[src/rtl/uart_tx_pkg.sv]
package uart_tx_pkg;
    localparam int DATA_W        = 8;
    localparam int MIN_LEN       = 5;
    localparam int TICKS_PER_BIT = 16;
    localparam int CNT_W         = $clog2(2 * TICKS_PER_BIT);
    localparam int IDX_W         = $clog2(DATA_W);

    typedef enum logic [2:0] {
        ST_IDLE,
        ST_START,
        ST_DATA,
        ST_PAR,
        ST_STOP
    } tx_state_e;

    typedef struct packed {
        logic [1:0] len;
        logic       par_en;
        logic       even;
        logic       stick;
        logic       stop2;
    } line_cfg_t;
endpackage

[src/rtl/uart_tx_fifo.sv]
module uart_tx_fifo #(
    parameter int WIDTH = 8,
    parameter int DEPTH = 16
) (
    input  logic             clk,
    input  logic             rst_n,
    input  logic             push,
    input  logic [WIDTH-1:0] wdata,
    input  logic             pop,
    input  logic             flush,
    output logic [WIDTH-1:0] rdata,
    output logic             empty,
    output logic             full
);
    localparam int AW = (DEPTH > 1) ? $clog2(DEPTH) : 1;
    localparam int CW = AW + 1;

    typedef struct packed {
        logic [AW-1:0] wr;
        logic [AW-1:0] rd;
        logic [CW-1:0] cnt;
    } ptr_t;

    ptr_t q, d;
    logic [WIDTH-1:0] mem_q [DEPTH];
    logic do_push, do_pop;

    function automatic logic [AW-1:0] step(input logic [AW-1:0] p);
        return (p == AW'(DEPTH - 1)) ? '0 : p + 1'b1;
    endfunction

    assign empty = (q.cnt == '0);
    assign full  = (q.cnt == CW'(DEPTH));
    assign rdata = mem_q[q.rd];

    always_comb begin
        d       = q;
        do_push = push && !full && !flush;
        do_pop  = pop && !empty && !flush;
        if (flush) begin
            d = '0;
        end else begin
            if (do_push) d.wr = step(q.wr);
            if (do_pop)  d.rd = step(q.rd);
            case ({do_push, do_pop})
                2'b10:   d.cnt = q.cnt + 1'b1;
                2'b01:   d.cnt = q.cnt - 1'b1;
                default: d.cnt = q.cnt;
            endcase
        end
    end

    always_ff @(posedge clk or negedge rst_n) begin
        if (!rst_n) q <= '0;
        else        q <= d;
    end

    always_ff @(posedge clk) begin
        if (do_push) mem_q[q.wr] <= wdata;
    end
endmodule

[src/rtl/uart_tx_parity.sv]
module uart_tx_parity
    import uart_tx_pkg::*;
(
    input  logic [DATA_W-1:0] data,
    input  line_cfg_t         cfg,
    output logic              par_bit
);
    logic [DATA_W-1:0] masked;

    always_comb begin
        for (int i = 0; i < DATA_W; i++) begin
            masked[i] = data[i] && (i < (MIN_LEN + int'(cfg.len)));
        end
        if (cfg.stick) par_bit = ~cfg.even;
        else if (cfg.even) par_bit = ^masked;
        else par_bit = ~^masked;
    end
endmodule

[src/rtl/uart_tx_frame_seq.sv]
module uart_tx_frame_seq
    import uart_tx_pkg::*;
(
    input  logic              clk,
    input  logic              rst_n,
    input  logic              tick,
    input  line_cfg_t         cfg,
    input  logic              fifo_empty,
    input  logic [DATA_W-1:0] fifo_rdata,
    output logic              pop,
    output logic              line,
    output logic              busy
);
    typedef struct packed {
        tx_state_e         st;
        logic [CNT_W-1:0]  cnt;
        logic [IDX_W-1:0]  idx;
        logic [DATA_W-1:0] shreg;
        logic              par;
        logic              line;
    } seq_t;

    seq_t q, d;
    logic start_next;
    logic par_bit;
    logic [CNT_W-1:0] bit_last;
    logic [CNT_W-1:0] stop_last;
    logic [IDX_W-1:0] idx_last;

    uart_tx_parity par_i (
        .data    (fifo_rdata),
        .cfg     (cfg),
        .par_bit (par_bit)
    );

    assign bit_last  = CNT_W'(TICKS_PER_BIT - 1);
    assign stop_last = !cfg.stop2 ? CNT_W'(TICKS_PER_BIT - 1) :
                       (cfg.len == 2'd0) ? CNT_W'(3 * TICKS_PER_BIT / 2 - 1) :
                                           CNT_W'(2 * TICKS_PER_BIT - 1);
    assign idx_last  = IDX_W'(MIN_LEN - 1) + IDX_W'(cfg.len);

    always_comb begin
        d          = q;
        pop        = 1'b0;
        start_next = 1'b0;
        if (tick) begin
            case (q.st)
                ST_IDLE: start_next = !fifo_empty;
                ST_START: begin
                    if (q.cnt == bit_last) begin
                        d.st   = ST_DATA;
                        d.cnt  = '0;
                        d.idx  = '0;
                        d.line = q.shreg[0];
                    end else begin
                        d.cnt = q.cnt + 1'b1;
                    end
                end
                ST_DATA: begin
                    if (q.cnt == bit_last) begin
                        d.cnt = '0;
                        if (q.idx == idx_last) begin
                            d.st   = cfg.par_en ? ST_PAR : ST_STOP;
                            d.line = cfg.par_en ? q.par : 1'b1;
                        end else begin
                            d.idx   = q.idx + 1'b1;
                            d.shreg = q.shreg >> 1;
                            d.line  = q.shreg[1];
                        end
                    end else begin
                        d.cnt = q.cnt + 1'b1;
                    end
                end
                ST_PAR: begin
                    if (q.cnt == bit_last) begin
                        d.st   = ST_STOP;
                        d.cnt  = '0;
                        d.line = 1'b1;
                    end else begin
                        d.cnt = q.cnt + 1'b1;
                    end
                end
                ST_STOP: begin
                    if (q.cnt == stop_last) begin
                        start_next = !fifo_empty;
                        d.st       = ST_IDLE;
                        d.cnt      = '0;
                    end else begin
                        d.cnt = q.cnt + 1'b1;
                    end
                end
                default: d = q;
            endcase
            if (start_next) begin
                pop     = 1'b1;
                d.st    = ST_START;
                d.cnt   = '0;
                d.idx   = '0;
                d.shreg = fifo_rdata;
                d.par   = par_bit;
                d.line  = 1'b0;
            end
        end
    end

    always_ff @(posedge clk or negedge rst_n) begin
        if (!rst_n) begin
            q <= '{st: ST_IDLE, cnt: '0, idx: '0, shreg: '0, par: 1'b0, line: 1'b1};
        end else begin
            q <= d;
        end
    end

    assign line = q.line;
    assign busy = (q.st != ST_IDLE);
endmodule

[src/rtl/uart_tx_line.sv]
module uart_tx_line
    import uart_tx_pkg::*;
#(
    parameter int FIFO_DEPTH = 16
) (
    input  logic              clk,
    input  logic              rst_n,
    input  logic              baud_tick,
    input  logic              push_valid,
    input  logic [DATA_W-1:0] push_data,
    input  logic              flush,
    input  logic [1:0]        lc_len,
    input  logic              lc_par_en,
    input  logic              lc_even,
    input  logic              lc_stick,
    input  logic              lc_stop2,
    input  logic              lc_break,
    input  logic              loop_en,
    output logic              ser_out,
    output logic              loop_out,
    output logic              hold_empty,
    output logic              xmit_empty
);
    line_cfg_t         cfg;
    logic              fifo_empty, fifo_full, fifo_pop;
    logic [DATA_W-1:0] fifo_rdata;
    logic              seq_line, seq_busy;

    assign cfg = '{len: lc_len, par_en: lc_par_en, even: lc_even,
                   stick: lc_stick, stop2: lc_stop2};

    uart_tx_fifo #(
        .WIDTH (DATA_W),
        .DEPTH (FIFO_DEPTH)
    ) fifo_i (
        .clk   (clk),
        .rst_n (rst_n),
        .push  (push_valid),
        .wdata (push_data),
        .pop   (fifo_pop),
        .flush (flush),
        .rdata (fifo_rdata),
        .empty (fifo_empty),
        .full  (fifo_full)
    );

    uart_tx_frame_seq seq_i (
        .clk        (clk),
        .rst_n      (rst_n),
        .tick       (baud_tick),
        .cfg        (cfg),
        .fifo_empty (fifo_empty),
        .fifo_rdata (fifo_rdata),
        .pop        (fifo_pop),
        .line       (seq_line),
        .busy       (seq_busy)
    );

    assign loop_out   = seq_line;
    assign ser_out    = loop_en ? 1'b1 : (lc_break ? 1'b0 : seq_line);
    assign hold_empty = fifo_empty;
    assign xmit_empty = fifo_empty && !seq_busy;
endmodule

[config.mk]
export PLATFORM = sky130hd
export DESIGN_NAME = uart_tx_line
export DESIGN_NICKNAME = d
export VERILOG_FILES = /design/src/rtl/uart_tx_pkg.sv /design/src/rtl/uart_tx_fifo.sv /design/src/rtl/uart_tx_parity.sv /design/src/rtl/uart_tx_frame_seq.sv /design/src/rtl/uart_tx_line.sv
export SDC_FILE = /design/constraint.sdc
export NUM_CORES = 1
export LEC_CHECK = 0
export ABC_AREA = 1
export BUFFER_PORTS_ARGS = -buffer_cell sky130_fd_sc_hd__clkbuf_2
export CAP_MARGIN = 10
export CORE_ASPECT_RATIO = 1.1
export CORE_UTILIZATION = 45
export CTS_CLUSTER_SIZE = 28
export DETAILED_ROUTE_END_ITERATION = 10
export GPL_TIMING_DRIVEN = 0
export HOLD_SLACK_MARGIN = 0.12
export PLACE_DENSITY = 0.69
export SLEW_MARGIN = 20
export SYNTH_ARGS = -nofsm -noshare
export SYNTH_HDL_FRONTEND = slang
export SYNTH_SLANG_ARGS = --single-unit
[constraint.sdc]
create_clock -name clk -period 2.3 [get_ports clk]
set_clock_uncertainty 0.15 [all_clocks]
set_input_delay 0.46 -clock clk [delete_from_list [all_inputs] [get_ports clk]]
set_output_delay 0.46 -clock clk [all_outputs]
set_load 0.02 [all_outputs]
# Yosys cells after proc, flatten, opt, wreduce, memory -nomap -nowiden
# Memory sizes are Yosys's and may differ from the RTL's.
# Index checks and enable logic that the tools add are counted.
dict set report totals {
  wordCells 123
  ramBits 128
  n_memories 1
  ff_bits 34
  output_inout_bits 4
}
dict set report op_classes {
  reduce_logical 37
  bitwise 1
  add_sub_neg 8
  n_mux 40
  magnitude_cmp 8
  n_eq_ne 19
}
# name words width read_ports rd_clocked_by_memory_dff write_ports line_no
set memory_table {}
lappend memory_table {fifo_i.mem_q 16 8 1 0 1 uart_tx_fifo.sv:25} ;# logic [WIDTH-1:0] mem_q [DEPTH];
# cell count
set op_table {}
lappend op_table {{4-bit by 32-bit less-than comparator with 1-bit output (first input constant)} 3}
lappend op_table {{3-bit by 32-bit less-than comparator with 1-bit output (first input constant)} 2}
lappend op_table {{1-bit by 32-bit less-than comparator with 1-bit output (first input constant)} 1}
lappend op_table {{2-bit by 32-bit less-than comparator with 1-bit output (first input constant)} 1}
lappend op_table {{8-bit case mux with 4 select lines} 1}
lappend op_table {{11-bit 2-to-1 mux} 2}
lappend op_table {{21-bit 2-to-1 mux} 1}
lappend op_table {{3-bit 2-to-1 mux} 7}
lappend op_table {{4-bit 2-to-1 mux} 5}
lappend op_table {{1-bit 2-to-1 mux} 15}
lappend op_table {{5-bit 2-to-1 mux} 3}
lappend op_table {{3-bit by 1-bit != test with 1-bit output (second input constant)} 5}
lappend op_table {{1-bit logical AND} 13}
lappend op_table {{13-bit 2-to-1 mux} 1}
lappend op_table {{5-bit by 1-bit adder with 5-bit output (second input constant)} 2}
lappend op_table {{5-bit case mux with 2 select lines} 1}
lappend op_table {{5-bit AND reduction} 2}
lappend op_table {{3-bit nonzero test} 3}
lappend op_table {{4-bit by 1-bit adder with 4-bit output (second input constant)} 2}
lappend op_table {{4-bit == test (second input constant)} 2}
lappend op_table {{8-bit 2-to-1 mux} 1}
lappend op_table {{2-bit nonzero test} 4}
lappend op_table {{8-bit XNOR reduction} 1}
lappend op_table {{8-bit parity} 1}
lappend op_table {{other kinds (29)} 34}

# Longest topological paths before layout
dict set report depth {
  word_depth 14
  ltp_mapped 20
  depth_no_buf 18
}

# Hierarchy
# From an unflattened synthesis, not the netlist that was laid out.
dict set report unflattened {
  hier_cells 739
  hier_area_um2 7624.8
}
# mod cells_per_inst n_inst area_each_um2
set modules_own_cells {}
lappend modules_own_cells {uart_tx_fifo 500 1 5974.5}
lappend modules_own_cells {uart_tx_frame_seq 195 1 1461.4}
lappend modules_own_cells {uart_tx_parity 38 1 163.9}
lappend modules_own_cells {uart_tx_line 6 1 25.0}

# Least setup slack after synthesis
# No wires, ideal clock.
dict set report synth_path {
  kind {flip-flop to flip-flop}
  from {register seq_i.q[13] (netlist bit)}
  to {register fifo_i.q[4] (netlist bit)}
  n_path_buf 0
  setup_slack_ns -0.006
  t_required_ns 2.033
  setup_time_ns 0.117
  arrival_time_ns 2.038
  stages_incl_launch_ff 16
  cell_sequence {dfrtp_1 > ha_1 > nand2_1 > a21oi_1 > nand4_1 > nand2_2 > nand3_4 > nor2_8 > nand2_4 > xor2_1 > ha_1 > o21bai_1 > nand3_1 > nand3_1 > nand3_1 > nand2_1}
}
dict set report synth_between {
  elab_chain_cells 11
}
# item line_no
set synth_rtl {}
lappend synth_rtl {{from (decl)} uart_tx_frame_seq.sv:23} ;# seq_t q, d;
lappend synth_rtl {{from (signal assigned)} uart_tx_frame_seq.sv:108} ;# q <= '{st: ST_IDLE, cnt: '0, idx: '0, shreg: '0, par: 1'b0, line: 1'b1};
lappend synth_rtl {{5-bit == test *} uart_tx_frame_seq.sv:84} ;# if (q.cnt == stop_last) begin
lappend synth_rtl {{1-bit 2-to-1 mux *} uart_tx_frame_seq.sv:84}
lappend synth_rtl {{1-bit case mux with 2 select lines *} uart_tx_frame_seq.sv:47} ;# case (q.st)
lappend synth_rtl {{1-bit 2-to-1 mux *} uart_tx_frame_seq.sv:46} ;# if (tick) begin
lappend synth_rtl {{1-bit 2-to-1 mux *} uart_tx_frame_seq.sv:94} ;# if (start_next) begin
lappend synth_rtl {{1-bit 2-to-1 mux *} uart_tx_frame_seq.sv:46}
lappend synth_rtl {{1-bit logical AND * (2 in series)} uart_tx_fifo.sv:39} ;# do_pop = pop && !empty && !flush;
lappend synth_rtl {{2-bit by 1-bit == test with 1-bit output or 2-bit == test (tied branches)} uart_tx_fifo.sv:45} ;# case ({do_push, do_pop})
lappend synth_rtl {{5-bit case mux with 2 select lines} uart_tx_fifo.sv:45}
lappend synth_rtl {{13-bit 2-to-1 mux} uart_tx_fifo.sv:40} ;# if (flush) begin
lappend synth_rtl {{to (signal assigned)} uart_tx_fifo.sv:54} ;# if (!rst_n) q <= '0;
lappend synth_rtl {{to (signal assigned)} uart_tx_fifo.sv:55} ;# else q <= d;
lappend synth_rtl {{to (decl)} uart_tx_fifo.sv:24} ;# ptr_t q, d;
# Every way passes the cells marked *; elsewhere a longest branch is shown, timed or not. The select of a mux whose other input is x is not followed.
# A chain may end at the register's enable or synchronous reset.

# Worst setup path after layout
# Ends and elaborated chain as after synthesis.

==> reports/qor.yml <==
die:
  starting_utilization_of_the_core_area_pct: 46.61
  rows: 49
  fp.dieArea_sq_um: 17740
  core_region_area_sq_um: 16610
  die_y_um: 139.6
  num_io_pins: 25
  dieWidth_um: 127.1
drt:
  routed_via_density: 5.244
  dr_total_vias: 5879
  drc: 0
  totalWireLength_um: 18910
  route.detailed.wl_per_inst_um: 16.87
  ant_nets_after_route: 0
  pre_repair_dr_iteration_count: 5
  detailedRoute.firstIterationViolations: 479
grt:
  overflow: 0
  grtUsageTotal_pct: 22.16
  antenna_found_initial: 0
  grt_first_pass_wirelength_um: 29020
  first_global_vias: 5573
  maximum_number_of_pins_on_one_net_before_global_route_repair: 35
power:
  p_seq_share_pct: 37.2
  power_density_nw_per_um2: 1006
  combinationalPowerShare_pct: 29.6
  power.leakage_nw: 4.105
  power.internal_mw: 6.494
  clock_network_fraction_of_total_power_pct: 33.2
  switching_share_pct: 32.12
  max-vdd-ir-drop_uv: 670.1
  net_switching_component_of_the_power_mw: 3.072
worst_setup_path:
  timing.critical_path.buf_inv: 0
  critical-path-top-cell-by-count: "sky130_fd_sc_hd__nand2_1"
  crit_path_top_delay_cell: "sky130_fd_sc_hd__dfrtp_1"
  worst_setup_path_end_kind: "flop"
  cp.required_ns: 2.47
  critical_path.max_stage_delay_ns: 0.36
  criticalPathCategory: "flop to flop"
  start_kind: "flop"
  cp_top_family: "simple AND/OR/NAND/NOR gates"
  path_max_fanout: 5
  arrival_ns: 2.56
  timing.critical_path.cells: "ha_2, nand2_2, a21oi_2, nand4_1, nand2_2, nand3_4, nor2_8, nand2_4, xor2_2, ha_2, o21bai_4, nand3_2, nand2_1, nand2_1, nand3_1, nand2_1"
sta:
  final.setup.tns_ns: -0.1737
  relSlewSlack_pct: 40.69
  final-max-slew-violation-count: 0
  post_layout_minimum_cycle_time_ns: 2.392
  fin_worst_hold_slack_ns: 0.1890
  fmax_mhz: 418.1
  unrepaired_setup_endpoints_after_global_routing: "true"
  setup-violations-final: 2
  timing.final.ws_setup_ns: -0.09167
  tightestPinTransition_ns: 0.8896
  hold_viol_final: 0
  min_period_over_period_pct: 104.0
synth:
  synth-async-reset-ratio_pct: 20.99
  yosys_warnings: 0
  cell_count_after_synthesis: 820
  synth_flop_cell: "sky130_fd_sc_hd__edfxtp_1"
  ys_seq_area_share_pct: 60.63
  mappedNetlistArea_sq_um: 7745
  synthMostInstantiatedCell: "sky130_fd_sc_hd__nand2_1"
  synth-edff-count: 128
  synth_cell_type_count: 39
  syn_avg_cell_area_sq_um: 9.445
  synth_largest_area_cell: "sky130_fd_sc_hd__edfxtp_1"
  post_synth_main_area_contributors: "sky130_fd_sc_hd__edfxtp_1, sky130_fd_sc_hd__nand2_1, sky130_fd_sc_hd__dfrtp_1, sky130_fd_sc_hd__nand3_1, sky130_fd_sc_hd__inv_1"
  yosys.area.top_type_share_pct: 49.63
  list_of_most_frequent_post_synthesis_cells: "sky130_fd_sc_hd__nand2_1, sky130_fd_sc_hd__edfxtp_1, sky130_fd_sc_hd__inv_1"
  synthesis.nets: 852
  synth_seq_cells: 162
clocking:
  cts.clk_slew.worst_paths_ns: 0.06
  clock_sink_count: 162
  h-tree-depth: 4
  cts_root_buffer: "sky130_fd_sc_hd__clkbuf_16"
  cts_made_buffers: 17
  clkLatencyLatePin_ns: 0.43
  cts.path.max_buffers: 2
  tritoncts: "yes"
cells_and_area:
  area.growth.synth_to_final_pct: 22.78
  insertedDiodeCount: 0
  post-route-cell-area_sq_um: 9509
  drive_above_1_share_pct: 22.42
  layout.nets: 911
  layout.core_utilization_pct: 57.23
placement:
  place.detailed.hpwl_um: 12340
  place_area_sq_um: 8208
  detailedPlace.worstSlack_ns: -0.3952
  port-buffer-count: 24
  routabilityCongestion: 0.8218
outcome:
  failed_checks: "negative setup slack"
  status: "finished, violations left"
job:
  drv_cap: 0
worst_hold_path:
  min-delay-path-class: "primary input to flop"
cell usage in the layout (no fill, tap or decap), drive strengths merged, types with 2 or more instances in the layout:
cell and n:
ha 11, buf 37, o211ai 8, bufinv 6, xnor2 5, xor2 4, clkbuf 48, nand2 264
a21oi 8, edfxtp 128, o21bai 2, inv 116, nand4 5, nand3 100, nor3 8, clkinvlp 5
o21ai 34, o21a 5, dfrtp 33, clkinv 5, nor2 43, o22ai 8
power by group through the flow:
stage | Combinational [mW] | Sequential (mW) | Clock [mW]
floorplan | 1.68 | 3.58 | 0
global placement | 2.26 | 3.60 | 0
detailed placement | 2.30 | 3.60 | 0
CTS | 2.45 | 3.55 | 3.19
global route | 3.13 | 3.58 | 3.30
finish | 2.83 | 3.56 | 3.18
per-stage QoR:
stage               cells  power, mW
floorplan             820      5.260
global placement     1073      5.860
detailed placement   1075      5.906
CTS                  1113      9.188
global route         1121      10.01
finish               1121      9.567
final cells by class:
cell class | instances | area [sq um]
Sequential cell | 162 | 4697
Clock inverter | 15 | 236.5
Clock buffer | 17 | 425.4
Timing Repair Buffer | 40 | 260.3
Tap cell | 229 | 286.5
Buffer | 29 | 327.8
Inverter | 117 | 454.2
Multi-Input combinational cell | 512 | 2821
Fill cell | 1369 | 7106
flip-flops by register name (all words and copies together) (netlist names):
signal / flops
fifo_i.q: 13
seq_i.line: 1
seq_i.q: 20
fifo_i.mem_q: 128
repair_timing:
action | 4_1_cts | 5_1_grt
setup buffers | 5 | 7
setup endpoints to repair | 104 | 121
gates resized for setup | 36 | 105
hold endpoints to repair | 33 | 0
hold buffers | 1 | 0
gates cloned | 0 | 1
pin swaps | 5 | 32
cell families after synthesis:
kind of cell	synth area share, %
adder cells (fa/ha/maj)	1.777
flip-flops	60.63
AND/OR/NAND/NOR	23.04
AO/OA/AOI/OAI	5.412
multiplexers	0.1292
XOR/XNOR	1.018
buffers and inverters	7.997
path summary, 6_finish.rpt:
path	startpoint	end	slack, ns	cells past startpoint
max	seq_i.q[13]	fifo_i.q[4]	-0.09	16
min in group asynchronous	rst_n	seq_i.q[5]	0.53	2
max reg2reg	seq_i.q[13]	fifo_i.q[4]	-0.09	16
min	lc_even	seq_i.q[1]	0.19	4
min reg2reg	seq_i.q[4]	seq_i.q[4]	0.34	1
max in group asynchronous	rst_n	fifo_i.q[5]	0.86	2
worst reg2reg max path: stages, from the launching register on:
cell and delay [ns]:
sky130_fd_sc_hd__dfrtp_1 0.36, sky130_fd_sc_hd__ha_2 0.19, sky130_fd_sc_hd__nand2_2 0.07, sky130_fd_sc_hd__a21oi_2 0.10, sky130_fd_sc_hd__nand4_1 0.15, sky130_fd_sc_hd__nand2_2 0.13, sky130_fd_sc_hd__nand3_4 0.10, sky130_fd_sc_hd__nor2_8 0.13
sky130_fd_sc_hd__nand2_4 0.09, sky130_fd_sc_hd__xor2_2 0.18, sky130_fd_sc_hd__ha_2 0.19, sky130_fd_sc_hd__o21bai_4 0.13, sky130_fd_sc_hd__nand3_2 0.09, sky130_fd_sc_hd__nand2_1 0.07, sky130_fd_sc_hd__nand2_1 0.04, sky130_fd_sc_hd__nand3_1 0.06
sky130_fd_sc_hd__nand2_1 0.05
layer usage:
layer  routed length [um]  up-vias  global-route usage, %  share of wire, %
met2                 9195      222                  35.80                49
met4                  680        0                  12.97               3.6
met5                    0        -                      0                 0
met1                 7906     2785                  27.68                42
li1                     -     2821                      -                 -
met3                 1129       51                  4.421               6.0
No activity file was read; power rests on OpenSTA's default activity.
